**src/rtl/rptc_pkg.sv**
```systemverilog
// Package: shared types for the repeat sequencer.
// Assumes: it is compiled before every other file of the block.
package rptc_pkg;
    // Sequencer state: idle, or running iterations.
    typedef enum logic {
        RPT_IDLE = 1'b0,
        RPT_RUN  = 1'b1
    } rpt_state_e;
endpackage

```
**src/rtl/rptc_wrdec.sv**
```systemverilog
// Module: rptc_wrdec
// Turns a bus write into the repeat value it would produce.
// A count bit is loaded from the write data when its byte lane is
// enabled and is cleared when its lane is not, so one-lane writes
// clear the other lane.
// Assumes: REG_W is a multiple of 8 and CNT_W < REG_W.
module rptc_wrdec #(
    parameter int unsigned CNT_W = 13,
    parameter int unsigned REG_W = 16,
    localparam int unsigned NLANE = REG_W / 8
) (
    input  logic             wr,
    input  logic [NLANE-1:0] be,
    input  logic [REG_W-1:0] wdata,
    output logic             wr_vld,
    output logic [CNT_W-1:0] wr_cnt
);
    // A write counts only when at least one lane is enabled.
    assign wr_vld = wr & (|be);

    // Per count bit: take the data bit if its lane is enabled, else zero.
    for (genvar i = 0; i < CNT_W; i++) begin : g_bit
        assign wr_cnt[i] = be[i / 8] & wdata[i];
    end

    // Bits above the count field are read-only; data there is dropped.
    logic unused_hi;
    assign unused_hi = ^wdata[REG_W-1:CNT_W];
endmodule

```
**src/rtl/rptc_pend.sv**
```systemverilog
// Module: rptc_pend
// Holds one register write that arrived while a repeat was running.
// A newer write replaces an older one. The entry is cleared when the
// sequencer consumes it at completion.
// Assumes: capture and consume are never both requested for a write
// that must survive; the top routes a same-cycle write straight through.
module rptc_pend #(
    parameter int unsigned CNT_W = 13
) (
    input  logic             clk,
    input  logic             rst_n,
    input  logic             capture,
    input  logic [CNT_W-1:0] cap_val,
    input  logic             consume,
    output logic             pend_vld,
    output logic [CNT_W-1:0] pend_val
);
    // Keep the latest deferred write until it is consumed.
    always_ff @(posedge clk) begin
        if (!rst_n) begin
            pend_vld <= 1'b0;
            pend_val <= '0;
        end else if (consume) begin
            pend_vld <= 1'b0;
            pend_val <= '0;
        end else if (capture) begin
            pend_vld <= 1'b1;
            pend_val <= cap_val;
        end
    end
endmodule

```
**src/rtl/rptc_seq.sv**
```systemverilog
// Module: rptc_seq
// The sequencer core. In idle it accepts register loads and a start
// request. While running it pulses exec every cycle, counts the value
// down, and on the last iteration returns to idle and loads the
// completion value.
// Assumes: fin_val is valid in the cycle the count is zero.
module rptc_seq
    import rptc_pkg::*;
#(
    parameter int unsigned CNT_W = 13
) (
    input  logic             clk,
    input  logic             rst_n,
    input  logic             start,
    input  logic             load,
    input  logic [CNT_W-1:0] load_val,
    input  logic [CNT_W-1:0] fin_val,
    output logic             busy,
    output logic             last,
    output logic [CNT_W-1:0] cnt,
    output logic             done
);
    rpt_state_e state;

    assign busy = (state == RPT_RUN);
    assign last = busy && (cnt == '0);

    // State, count and done pulse update.
    always_ff @(posedge clk) begin
        if (!rst_n) begin
            state <= RPT_IDLE;
            cnt   <= '0;
            done  <= 1'b0;
        end else begin
            done <= 1'b0;
            if (state == RPT_IDLE) begin
                if (load)  cnt   <= load_val;
                if (start) state <= RPT_RUN;
            end else if (cnt == '0) begin
                state <= RPT_IDLE;
                cnt   <= fin_val;
                done  <= 1'b1;
            end else begin
                cnt <= cnt - 1'b1;
            end
        end
    end
endmodule

```
**src/rtl/rptc_top.sv**
```systemverilog
// Module: rptc_top
// Instruction repeat sequencer with its count/flag register.
// Connects the write decoder, the deferred-write holder and the
// sequencer, and assembles the read value.
// Assumes: one register at a fixed address; the bus qualifies reg_wr
// with the address outside this block.
module rptc_top #(
    parameter int unsigned CNT_W = 13,
    parameter int unsigned REG_W = 16,
    localparam int unsigned NLANE = REG_W / 8,
    localparam int unsigned FLAG_POS = REG_W - 1
) (
    input  logic             clk,
    input  logic             rst_n,
    input  logic             reg_wr,
    input  logic [NLANE-1:0] reg_be,
    input  logic [REG_W-1:0] reg_wdata,
    output logic [REG_W-1:0] reg_rdata,
    input  logic             start,
    output logic             exec,
    output logic             stall,
    output logic             done
);
    logic             wr_vld;
    logic [CNT_W-1:0] wr_cnt;
    logic             busy;
    logic             last;
    logic [CNT_W-1:0] cnt;
    logic             pend_vld;
    logic [CNT_W-1:0] pend_val;
    logic [CNT_W-1:0] fin_val;

    rptc_wrdec #(.CNT_W(CNT_W), .REG_W(REG_W)) u_dec (
        .wr     (reg_wr),
        .be     (reg_be),
        .wdata  (reg_wdata),
        .wr_vld (wr_vld),
        .wr_cnt (wr_cnt)
    );

    rptc_pend #(.CNT_W(CNT_W)) u_pend (
        .clk      (clk),
        .rst_n    (rst_n),
        .capture  (wr_vld && busy),
        .cap_val  (wr_cnt),
        .consume  (last),
        .pend_vld (pend_vld),
        .pend_val (pend_val)
    );

    // Completion value: a write in the final cycle, else the held one, else zero.
    always_comb begin
        if (wr_vld)        fin_val = wr_cnt;
        else if (pend_vld) fin_val = pend_val;
        else               fin_val = '0;
    end

    rptc_seq #(.CNT_W(CNT_W)) u_seq (
        .clk      (clk),
        .rst_n    (rst_n),
        .start    (start),
        .load     (wr_vld && !busy),
        .load_val (wr_cnt),
        .fin_val  (fin_val),
        .busy     (busy),
        .last     (last),
        .cnt      (cnt),
        .done     (done)
    );

    assign exec  = busy;
    assign stall = busy && !last;

    // Read value: count field, flag bit, zeros elsewhere.
    always_comb begin
        reg_rdata              = '0;
        reg_rdata[CNT_W-1:0]   = cnt;
        reg_rdata[FLAG_POS]    = busy;
    end
endmodule

```
**config.mk**
```make
export PLATFORM = sky130hd
export DESIGN_NAME = rptc_top
export DESIGN_NICKNAME = d
export VERILOG_FILES = /design/src/rtl/rptc_pkg.sv /design/src/rtl/rptc_wrdec.sv /design/src/rtl/rptc_pend.sv /design/src/rtl/rptc_seq.sv /design/src/rtl/rptc_top.sv
export SDC_FILE = /design/constraint.sdc
export NUM_CORES = 1
export LEC_CHECK = 0
export BUFFER_PORTS_ARGS = -buffer_cell sky130_fd_sc_hd__clkbuf_2
export CAP_MARGIN = 20
export CORE_ASPECT_RATIO = 0.75
export CORE_UTILIZATION = 50
export DETAILED_ROUTE_END_ITERATION = 8
export PLACE_DENSITY = 0.79
export SETUP_SLACK_MARGIN = 0.15
export SLEW_MARGIN = 0
export SYNTH_ARGS = -nofsm -noshare
export SYNTH_HDL_FRONTEND = slang
export SYNTH_SLANG_ARGS = --single-unit
```
**constraint.sdc**
```tcl
create_clock -name clk -period 2.8 [get_ports clk]
set_input_delay 0.56 -clock clk [delete_from_list [all_inputs] [get_ports clk]]
set_output_delay 0.56 -clock clk [all_outputs]
set_load 0.01 [all_outputs]
```
Word-level counts from Yosys, hierarchy flattened
Cells that the tools add are included.
{"block": "classes", "bitwise_logic": 15, "addsub": 1, "mux": 9, "reduce_logical": 11}
{"op": "13-bit 2-to-1 mux", "n": 5}
{"op": "1-bit bitwise AND", "n": 14}
{"op": "13-bit zero test", "n": 1}
{"op": "13-bit by 1-bit subtractor with 13-bit output (second input constant)", "n": 1}
{"op": "1-bit logical AND", "n": 4}
{"op": "1-bit 2-to-1 mux", "n": 4}
{"op": "2-bit OR reduction", "n": 2}
{"op": "1-bit zero test", "n": 2}
{"op": "2-bit AND reduction", "n": 1}
{"op": "2-bit nonzero test", "n": 1}
{"op": "1-bit NOT", "n": 1}
{"block": "word_totals", "output_inout_bits": 19, "register_bits": 29, "in_bits": 22, "word_cells": 41}

Logic depth before layout (Yosys ltp)
Gate-level depths: netlist (run 1).
{"block": "depth", "ltp_word": 5, "mapped_depth": 8, "ltp_nobuf": 7}

Cells and area by module
Synthesis (run 1) repeated with hierarchy kept, for this count alone.
{"block": "hier_totals", "hier_cells": 236, "hier_area_um2": 1919.3}
{"module": "rptc_seq", "area_per_inst_um2": 1109.8, "cells_each": 148, "seq_area_each_um2": 300.3, "instances": 1}
{"module": "rptc_pend", "area_per_inst_um2": 509.2, "cells_each": 46, "seq_area_each_um2": 280.3, "instances": 1}
{"module": "rptc_top", "area_per_inst_um2": 211.5, "cells_each": 28, "seq_area_each_um2": 0.0, "instances": 1}
{"module": "rptc_wrdec", "area_per_inst_um2": 88.8, "cells_each": 14, "seq_area_each_um2": 0.0, "instances": 1}

Least setup slack after synthesis (run 1)
OpenSTA, ideal clock, no wires.
{"block": "synth_path", "kind": "reg-to-output", "startpoint": "register u_seq.cnt[0]", "endpoint": "output port stall", "slack_ns": 0.649, "path_stages_with_launch": 7, "t_arrival_ns": 1.591, "path_cell_list": "dfxtp_1 > inv_1 > ha_1 > or4b_1 > buf_2 > o31ai_4 > inv_4"}
{"block": "synth_between", "elab_chain_cells": 4}
{"element": "start, declared", "line_no": "rptc_seq.sv:20", "source": "output logic [CNT_W-1:0] cnt,"}
{"element": "start signal, assigned", "line_no": "rptc_seq.sv:37", "source": "if (load) cnt <= load_val;"}
{"element": "start signal, assigned", "line_no": "rptc_seq.sv:41", "source": "cnt <= fin_val;"}
{"element": "start signal, assigned", "line_no": "rptc_seq.sv:44", "source": "cnt <= cnt - 1'b1;"}
{"element": "13-bit zero test", "line_no": "rptc_seq.sv:26", "source": "assign last = busy && (cnt == '0);"}
{"element": "1-bit logical AND", "line_no": "rptc_seq.sv:26"}
{"element": "1-bit zero test", "line_no": "rptc_top.sv:72", "source": "assign stall = busy && !last;"}
{"element": "1-bit logical AND", "line_no": "rptc_top.sv:72"}
{"element": "end, declared", "line_no": "rptc_top.sv:21", "source": "output logic stall,"}
Every way passes these cells.

Worst setup path after layout (run 1)
Ends and elaborated chain as after synthesis.

==> out/metrics.cfg, run 1 <==
[route]
routed_wire_length_per_instance_um=16.7
detail_route.vias_per_cell=6.58
detail_route.iter0.violations=285
vias=1863
route.top_layer_used=met4
postRouteAntennaNets=0
drcViolationCount=0
met3RoutedLength_um=597
met1Wirelength_um=2180
drt_first_pass_iters=5
route.met2.wl_um=1880
routed_wirelength_um=4730

[place]
placed_cell_area_um2=1890
finalWeightedCongestion=0.903
dp_hpwl_um=3350
dp_slack_ns=0.384
io_buffer_count=35

[synth]
synthFlopType=dfxtp_1
ys_warn_count=0
ys_seq_area_frac=0.342
synthArstFlopShare=0
postSynthRegisterBits=29
post_synth_edffs=0
post_synthesis_mean_instance_area_um2=8.01
synthDistinctLibCells=53
synth_area_um2=1700
postSynthCellCount=212

[sta]
layout_worst_path_cycle_share=0.906
maxSlewViolCount=0
final-setup-viol-count=0
worst_slew_margin_rel=0.560
max_slew.worst_pin.slew_ns=0.651
max_freq_mhz=394
fin_ws_ns=0.262
setup_tns_ns=0
fin_skew_ns=0.00857
timing_hold_violations_final=0
final_period_minus_worst_setup_slack_ns=2.54
unrepaired_setup_endpoints_after_global_routing=no

[layout]
most_common_cell_after_layout_fill_and_taps_aside=clkbuf_2
synthToLayoutAreaGrowth_pct=16.9
antenna-diode-count=0
area_of_combinational_cells_with_multiple_inputs_um2=1010
layout-drive-gt1-share=0.237
nNetsFinal=268
seq_area_um2=581
fillerInstances=287
final_cell_area_um2=1990
layout.cells.most_common_list=35 x clkbuf_2, 29 x dfxtp_1, 24 x nand3_1

[global_routing]
global_route.overflow_total=0
grt_antenna_before_repair=0
pin_count_of_the_biggest_net_entering_global_routing=16
globalRouteTotalUtil=0.277
first_global_vias=1538
grt_pass1_wl_um=7770

[die]
std_cell_rows=17
die_width_um=69.3
io-pin-count=41
floorplan.initialDensity=0.551
core_um2=3080
chipHeight_um=52.5
floorplan.die_area_um2=3640

[power_and_ir_drop]
power_per_cell_area_nw_per_um2=793
report.power.total_w=0.00157
static-leakage-power_nw=0.774
vdd_drop_max_mv=0.416

[cts]
cts_root_buf=clkbuf_8
tritoncts.num_buffers=5
clock_insertion_delay_worst_skew_ns=0.29
h-tree-depth=2
buffer_levels_on_the_longest_clock_path=2
clk_pin_slew_worst_paths_ns=0.06
cts_tree=built
cts.sink_count=29

[worst_setup_path]
crit_path_largest_cell_delay_ns=0.52
critical_path_buf_inv_count=3
critical-path-top-delay-family=simple AND/OR/NAND/NOR gates
cp_data_arrival_time_ns=1.98
critical_path.slowest_cell=or4b_4
critPathLaunchType=flop
crit_fanout=7
criticalPathCategory=flop to output pin
setup.worst_path.end_class=output pin
required_ns=2.24
crit_path_cell_trace=inv_1 -> ha_1 -> or4b_4 -> o31ai_4 -> inv_4 -> clkbuf_2

[job]
cap_violations=0

[status]
outcome=complete, no violations

[hold_path]
hold_path_class=flop to flop

[final timing paths]
path                                    startpoint                  to  slack, ns  cells past startpoint
worst max-delay path                  u_seq.cnt[0]               stall       0.26                      6
worst min-delay path            u_pend.pend_val[3]  u_pend.pend_val[3]       0.46                      2
worst max register to register        u_seq.cnt[0]        u_seq.cnt[1]       0.59                      6
worst min register to register  u_pend.pend_val[3]  u_pend.pend_val[3]       0.46                      2
[cells by family after synthesis]
logic type / count (synthesis) / synth area share
compound gates: 74 / 0.313
buf+inv: 26 / 0.0678
fa+ha+maj: 2 / 0.0147
other cells: 1 / 0.00221
flops: 29 / 0.342
simple gates: 78 / 0.250
xor+xnor: 2 / 0.0103
[Yosys cell counts, types with 2 or more instances]
cell | number | area [um^2]
a21oi_1 | 15 | 75.1
nor2_1 | 7 | 26.3
clkbuf_1 | 14 | 52.6
a22oi_1 | 6 | 45.0
nor4_1 | 5 | 31.3
nand3_1 | 24 | 120
and3_1 | 4 | 25.0
inv_1 | 4 | 15.0
o21ai_0 | 9 | 45.0
nand2_1 | 18 | 67.6
o41ai_1 | 4 | 35.0
nor3_1 | 2 | 10.0
o311ai_0 | 2 | 17.5
a221oi_1 | 3 | 26.3
xnor2_1 | 2 | 17.5
buf_2 | 3 | 15.0
ha_1 | 2 | 25.0
buf_4 | 3 | 22.5
or3_1 | 4 | 25.0
a21o_1 | 2 | 15.0
a32o_1 | 2 | 20.0
a31oi_1 | 6 | 37.5
and2_1 | 2 | 12.5
o22ai_1 | 2 | 12.5
o31a_1 | 2 | 17.5
a211oi_1 | 2 | 15.0
o21a_1 | 3 | 22.5
o2bb2ai_1 | 4 | 35.0
dfxtp_1 | 29 | 581
or4_1 | 4 | 30.0
[what timing repair did]
action | 4_1_cts | 5_1_grt
resized for setup | 0 | 1
setup endpoints to repair | 1 | 1
pin swaps | 1 | 0
setup buffers | 1 | 0
hold buffers | 0 | 0
[per-stage QoR]
step | util | cells | hold WS (ns)
finish | 0.644 | 283 | 0.457
global route | 0.644 | 283 | 0.480
detailed placement | 0.614 | 274 | 0.446
floorplan | - | 213 | 0.432
global placement | 0.614 | 274 | 0.441
CTS | 0.643 | 283 | 0.454
[registers in the layout (all words and copies together), names as in the netlist]
| name | cells |
|---|---|
| u_pend.pend_val | 13 |
| u_pend.pend_vld | 1 |
| u_seq.done | 1 |
| u_seq.cnt | 13 |
| u_seq.busy | 1 |
[area by class of cell]
type	count	share of cell area
sequential	29	0.292
inverter	6	0.0126
clock buffer	8	0.0403
tap	38	0.0239
timing repair buffer	44	0.122
multi-input combinational	158	0.509
[where the power goes]
group	switching [W]	internal, W	leakage [nW]
Clock	0.000164	0.000176	0.0395
Combinational	0.000407	0.000282	0.498
Sequential	0.0000789	0.000465	0.237
Total	0.000650	0.000924	0.774
[tightest hold or removal path, stage by stage, from the launching register on]
cell and delay [ns]:
dfxtp_1 0.31, nand2_1 0.05, a21oi_1 0.05
[per-layer routing]
metal / vias to the layer above / track usage
met3: 11 / 0.0981
met4: 0 / 0.0952
met5: - / 0
li1: 882 / -
met1: 844 / 0.411
met2: 126 / 0.358
No activity file was read; power rests on OpenSTA's default activity.
==> run 2, diff against run 1 <==
- CTS_BUF_LIST: unset -> sky130_fd_sc_hd__clkbuf_8 sky130_fd_sc_hd__clkbuf_16
==> out/metrics.cfg, run 2 (same netlist as run 1, synthesis figures left out) <==
[status]
outcome=complete, no violations

[route]
drcViolationCount=0  ; unchanged
routed_wire_length_per_instance_um=16.6  ; -0.99%
vias=1847  ; -0.86%
routed_wirelength_um=4690  ; -0.99%
drt_first_pass_iters=5  ; unchanged
detail_route.iter0.violations=283  ; -0.70%
detail_route.vias_per_cell=6.53  ; -0.86%
postRouteAntennaNets=0  ; unchanged

[sta]
worst_slew_margin_rel=0.560  ; +0.000694
setup_tns_ns=0  ; unchanged
fin_skew_ns=0.00778  ; -0.000789 ns
final_period_minus_worst_setup_slack_ns=2.54  ; -0.00116 ns
maxSlewViolCount=0  ; unchanged
layout_worst_path_cycle_share=0.906  ; about the same
max_slew.worst_pin.slew_ns=0.650  ; -0.00103 ns
max_freq_mhz=394  ; about the same
final-setup-viol-count=0  ; unchanged
unrepaired_setup_endpoints_after_global_routing=no
fin_ws_ns=0.264  ; +0.00116 ns
timing_hold_violations_final=0  ; unchanged

[layout]
antenna-diode-count=0  ; unchanged
synthToLayoutAreaGrowth_pct=16.9  ; unchanged
post_layout_nonfiller_instances=283  ; unchanged
most_common_cell_after_layout_fill_and_taps_aside=clkbuf_2
layout-drive-gt1-share=0.237  ; unchanged
largestRegisters=u_pend.pend_val x13, u_seq.cnt x13
layout.core_utilization=0.644  ; unchanged
layout.cells.most_common_list=35 x clkbuf_2, 29 x dfxtp_1, 24 x nand3_1
nNetsFinal=268  ; unchanged

[cts]
buffer_levels_on_the_longest_clock_path=2  ; unchanged
h-tree-depth=2  ; unchanged
post_cts_hold_buffer_count=0  ; unchanged
clk_pin_slew_worst_paths_ns=0.06  ; about the same
cts_root_buf=clkbuf_8
clock_insertion_delay_worst_skew_ns=0.29  ; about the same
cts.sink_count=29  ; unchanged
tritoncts.num_buffers=5  ; unchanged
cts_tree=built

[place]
dp_cells=274  ; unchanged
io_buffer_count=35  ; unchanged
dp_hpwl_um=3350  ; unchanged
finalWeightedCongestion=0.903  ; unchanged
dp_slack_ns=0.384  ; unchanged

[job]
cap_violations=0  ; unchanged

[die]
std_cell_rows=17  ; unchanged
die_width_um=69.3  ; unchanged
core_um2=3080  ; unchanged
chipHeight_um=52.5  ; unchanged
io-pin-count=41  ; unchanged
floorplan.die_area_um2=3640  ; unchanged
floorplan.initialDensity=0.551  ; unchanged

[global_routing]
global_route.overflow_total=0  ; unchanged
grt_use_met3=0.0981  ; unchanged
global_route.usage.met1=0.411  ; unchanged
grt_antenna_before_repair=0  ; unchanged
globalRouteTotalUtil=0.277  ; unchanged
first_global_vias=1538  ; unchanged
grt_pass1_wl_um=7770  ; unchanged
grt.met2_usage=0.358  ; unchanged
pin_count_of_the_biggest_net_entering_global_routing=16  ; unchanged
global_route.peak_usage_layer=met1

[worst_setup_path]
setup.worst_path.end_class=output pin
crit_path_largest_cell_delay_ns=0.52  ; about the same
crit_path_cell_trace=inv_1 -> ha_1 -> or4b_4 -> o31ai_4 -> inv_4 -> clkbuf_2
critical_path.slowest_cell=or4b_4
criticalPathCategory=flop to output pin
required_ns=2.24  ; about the same
crit_fanout=7  ; unchanged
cp_data_arrival_time_ns=1.98  ; about the same
critPathLaunchType=flop

[power_and_ir_drop]
power_per_cell_area_nw_per_um2=784  ; -1.0%
report.power.total_w=0.00156  ; -1.0%
vdd_drop_max_mv=0.411  ; -1.3%
static-leakage-power_nw=0.786  ; +1.6%

[hold_path]
hold_path_class=flop to flop

-- run 2: final timing paths --
kind / to / slack, ns / start / cells after the start
max reg2reg: u_seq.cnt[1] / 0.59 / u_seq.cnt[0] / 6
max: stall / 0.26 / u_seq.cnt[0] / 6
min reg2reg: u_pend.pend_val[4] / 0.45 / u_pend.pend_val[4] / 2
min: u_pend.pend_val[4] / 0.45 / u_pend.pend_val[4] / 2
-- run 2: critical path: cells and delay by family, from the launching register on --
kind,cells,cell delay (ns)
AND/OR/NAND/NOR,1,0.52
adder cells (fa/ha/maj),1,0.16
flip-flops,1,0.36
buffers and inverters,3,0.31
AO/OA/AOI/OAI,1,0.33
-- run 2: repair_timing --
action                     4_1_cts  5_1_grt
hold endpoints to repair         0        0
gates resized for setup          0        1
buffers inserted                 1        0
setup endpoints to repair        1        1
pin swaps                        1        0
-- run 2: metrics by stage --
| stage | area, um^2 | hold slack (ns) |
|---|---|---|
| 6_report | 1990 | 0.454 |
| 5_1_grt | 1990 | 0.480 |
| 4_1_cts | 1980 | 0.454 |
| 3_5_place_dp | 1890 | 0.446 |
| 3_3_place_gp | 1890 | 0.441 |
| 2_1_floorplan | 1700 | 0.432 |
-- run 2: power breakdown --
part,internal [W],switching (W),leakage [nW]
combinational,0.000282,0.000404,0.498
clock,0.000165,0.000163,0.0519
sequential,0.000465,0.0000781,0.237
-- run 2: final cells by class --
class	count	area, um^2
fillers	287	1100
multi-input cells	158	1010
flip-flops and latches	29	581
repair buffers	44	243
clock buffers	5	68.8
well taps	38	47.5
inverters	6	25.0
clock inverters	3	11.3
-- run 2: per-layer routing --
metal | part of all wire | vias to the layer above
li1 | - | 884
met1 | 0.45 | 842
met2 | 0.40 | 110
met3 | 0.13 | 11
met4 | 0.016 | 0
met5 | 0 | -
==> run 3, diff against run 2 <==
- CELL_PAD_IN_SITES_DETAIL_PLACEMENT: unset -> 0
- CELL_PAD_IN_SITES_GLOBAL_PLACEMENT: unset -> 1
- CORE_UTILIZATION: 50 -> 38
- PLACE_DENSITY: 0.79 -> unset
- PLACE_DENSITY_LB_ADDON: unset -> 0.1
==> out/metrics.cfg, run 3 (same netlist as run 1, synthesis figures left out) <==
[status]
outcome=complete, no violations

[worst_setup_path]
crit_fanout=7  ; unchanged
crit_path_cell_trace=inv_1 -> ha_1 -> or4b_4 -> o31ai_4 -> inv_4 -> clkbuf_2
critical-path-top-delay-family=simple AND/OR/NAND/NOR gates
required_ns=2.24  ; about the same
critical_path_buf_inv_count=3  ; unchanged
setup.worst_path.end_class=output pin
crit_path_largest_cell_delay_ns=0.53  ; about the same
cp_data_arrival_time_ns=2.00  ; +0.02 ns
critPathLaunchType=flop
critical_path.slowest_cell=or4b_4
criticalPathCategory=flop to output pin

[route]
drt_first_pass_iters=4  ; -1
detail_route.vias_per_cell=6.13  ; -6.1%
postRouteAntennaNets=0  ; unchanged
vias=1838  ; -0.49%
routed_wirelength_um=5320  ; +13%
detail_route.iter0.violations=94  ; -67%
routed_wire_length_per_instance_um=17.7  ; +7.1%
drcViolationCount=0  ; unchanged

[cts]
clock_insertion_delay_worst_skew_ns=0.29  ; about the same
tritoncts.num_buffers=5  ; unchanged
cts.sink_count=29  ; unchanged
buffer_levels_on_the_longest_clock_path=2  ; unchanged
h-tree-depth=2  ; unchanged
cts_tree=built
cts_root_buf=clkbuf_8
post_cts_hold_buffer_count=0  ; unchanged
clk_pin_slew_worst_paths_ns=0.07  ; about the same
post_cts_buffers=0  ; -1

[die]
io-pin-count=41  ; unchanged
std_cell_rows=20  ; +3
die_width_um=79.2  ; +14%
chipHeight_um=59.9  ; +14%
floorplan.die_area_um2=4740  ; +30%
floorplan.initialDensity=0.409  ; -0.142
core_um2=4150  ; +35%

[layout]
layout.cells.most_common_list=35 x clkbuf_2, 29 x dfxtp_1, 24 x nand3_1
layout-drive-gt1-share=0.249  ; +0.0122
nNetsFinal=268  ; unchanged
layout.core_utilization=0.493  ; -0.151
most_common_cell_after_layout_fill_and_taps_aside=clkbuf_2
final_cell_area_um2=2050  ; +3.1%
largestRegisters=u_pend.pend_val x13, u_seq.cnt x13
synthToLayoutAreaGrowth_pct=20.6
antenna-diode-count=0  ; unchanged

[place]
placed_cell_area_um2=1920  ; +1.5%
io_buffer_count=35  ; unchanged
finalWeightedCongestion=0.884  ; -2.1%
dp_hpwl_um=3820  ; +14%

[sta]
timing_hold_violations_final=0  ; unchanged
final_period_minus_worst_setup_slack_ns=2.56  ; +0.0269 ns
fin_skew_ns=0.00561  ; -0.00218 ns
unrepaired_setup_endpoints_after_global_routing=no
final-setup-viol-count=0  ; unchanged
maxSlewViolCount=0  ; unchanged
layout_worst_path_cycle_share=0.915  ; +0.00962
max_slew.worst_pin.slew_ns=0.641  ; -0.00901 ns
max_freq_mhz=390  ; -1.1%
worst_slew_margin_rel=0.566  ; +0.00609
setup_tns_ns=0  ; unchanged

[global_routing]
globalRouteTotalUtil=0.251  ; -0.0254
global_route.overflow_total=0  ; unchanged
grt_antenna_before_repair=0  ; unchanged
pin_count_of_the_biggest_net_entering_global_routing=16  ; unchanged
global_route.usage.met1=0.363  ; -0.0482
grt.met2_usage=0.356  ; -0.00169
grt_pass1_wl_um=8850  ; +14%
global_route.peak_usage_layer=met1
first_global_vias=1711  ; +11%
grt_use_met3=0.0733  ; -0.0248

[power_and_ir_drop]
static-leakage-power_nw=0.792  ; +0.72%
netSwitchingPower_w=0.000673  ; +4.4%
seq_power_share=0.320  ; -0.029
power_per_cell_area_nw_per_um2=839  ; +6.9%
vdd_drop_max_mv=0.307  ; -25%
sw_share=0.392  ; -0.0219
share_comb_of_total_power=0.410  ; -0.031
p_clk_frac=0.270  ; +0.060
cellInternalPower_w=0.00104  ; +14%

[hold_path]
hold_path_class=flop to flop

[job]
cap_violations=0  ; unchanged

==> run 3: cell types whose count changed in the layout (fill, tap and decap cells not counted), sizes merged <==
cell	before	now
inv	8	5
clkbuf	40	41
clkinvlp	0	1
bufinv	0	1
==> run 3: tightest hold or removal path, cell delays in order (launching register included) <==
cell and delay (ns):
dfxtp_1 0.31, nand2_1 0.05, a21oi_1 0.05
==> run 3: path summary, 6_finish.rpt <==
check	from	to	slack [ns]	cells past startpoint
min reg2reg	u_pend.pend_val[1]	u_pend.pend_val[1]	0.46	2
max	u_seq.cnt[0]	stall	0.24	6
max reg2reg	u_seq.cnt[0]	u_pend.pend_vld	0.55	7
min	u_pend.pend_val[1]	u_pend.pend_val[1]	0.46	2
==> run 3: what timing repair did <==
item / CTS / global route
hold endpoints to repair: 0 / 0
gates resized for setup: 1 / 0
endpoints found under the setup margin: 1 / 0
==> run 3: cell type report <==
type | count | area [um^2]
inverter | 6 | 25.0
tap | 55 | 68.8
sequential | 29 | 581
clock buffer | 6 | 82.6
clock inverter | 2 | 37.5
timing repair buffer | 44 | 243
multi-input combinational | 158 | 1010
fill | 440 | 2110
==> run 3: metal layers <==
layer	vias up	share of wire
met4	0	0.019
met3	11	0.085
met5	-	0
met1	865	0.50
li1	882	-
met2	80	0.40
==> run 3: metrics by stage <==
step / std cells / hold WS, ns / total power, W / setup WS [ns]
after CTS: 300 / 0.458 / 0.00171 / 0.232
after floorplan: 213 / 0.432 / 0.00101 / 0.649
after global placement: 292 / 0.443 / 0.00122 / 0.516
final: 300 / 0.456 / 0.00172 / 0.237
after detailed placement: 292 / 0.449 / 0.00124 / 0.463
after global routing: 300 / 0.486 / 0.00183 / 0.164
==> run 3: power groups by stage <==
stage,clock (W),combinational (W),sequential (W)
global route,0.000496,0.000776,0.000557
global placement,0,0.000673,0.000550
CTS,0.000472,0.000695,0.000547
detailed placement,0,0.000682,0.000555
floorplan,0,0.000462,0.000547
finish,0.000463,0.000703,0.000550
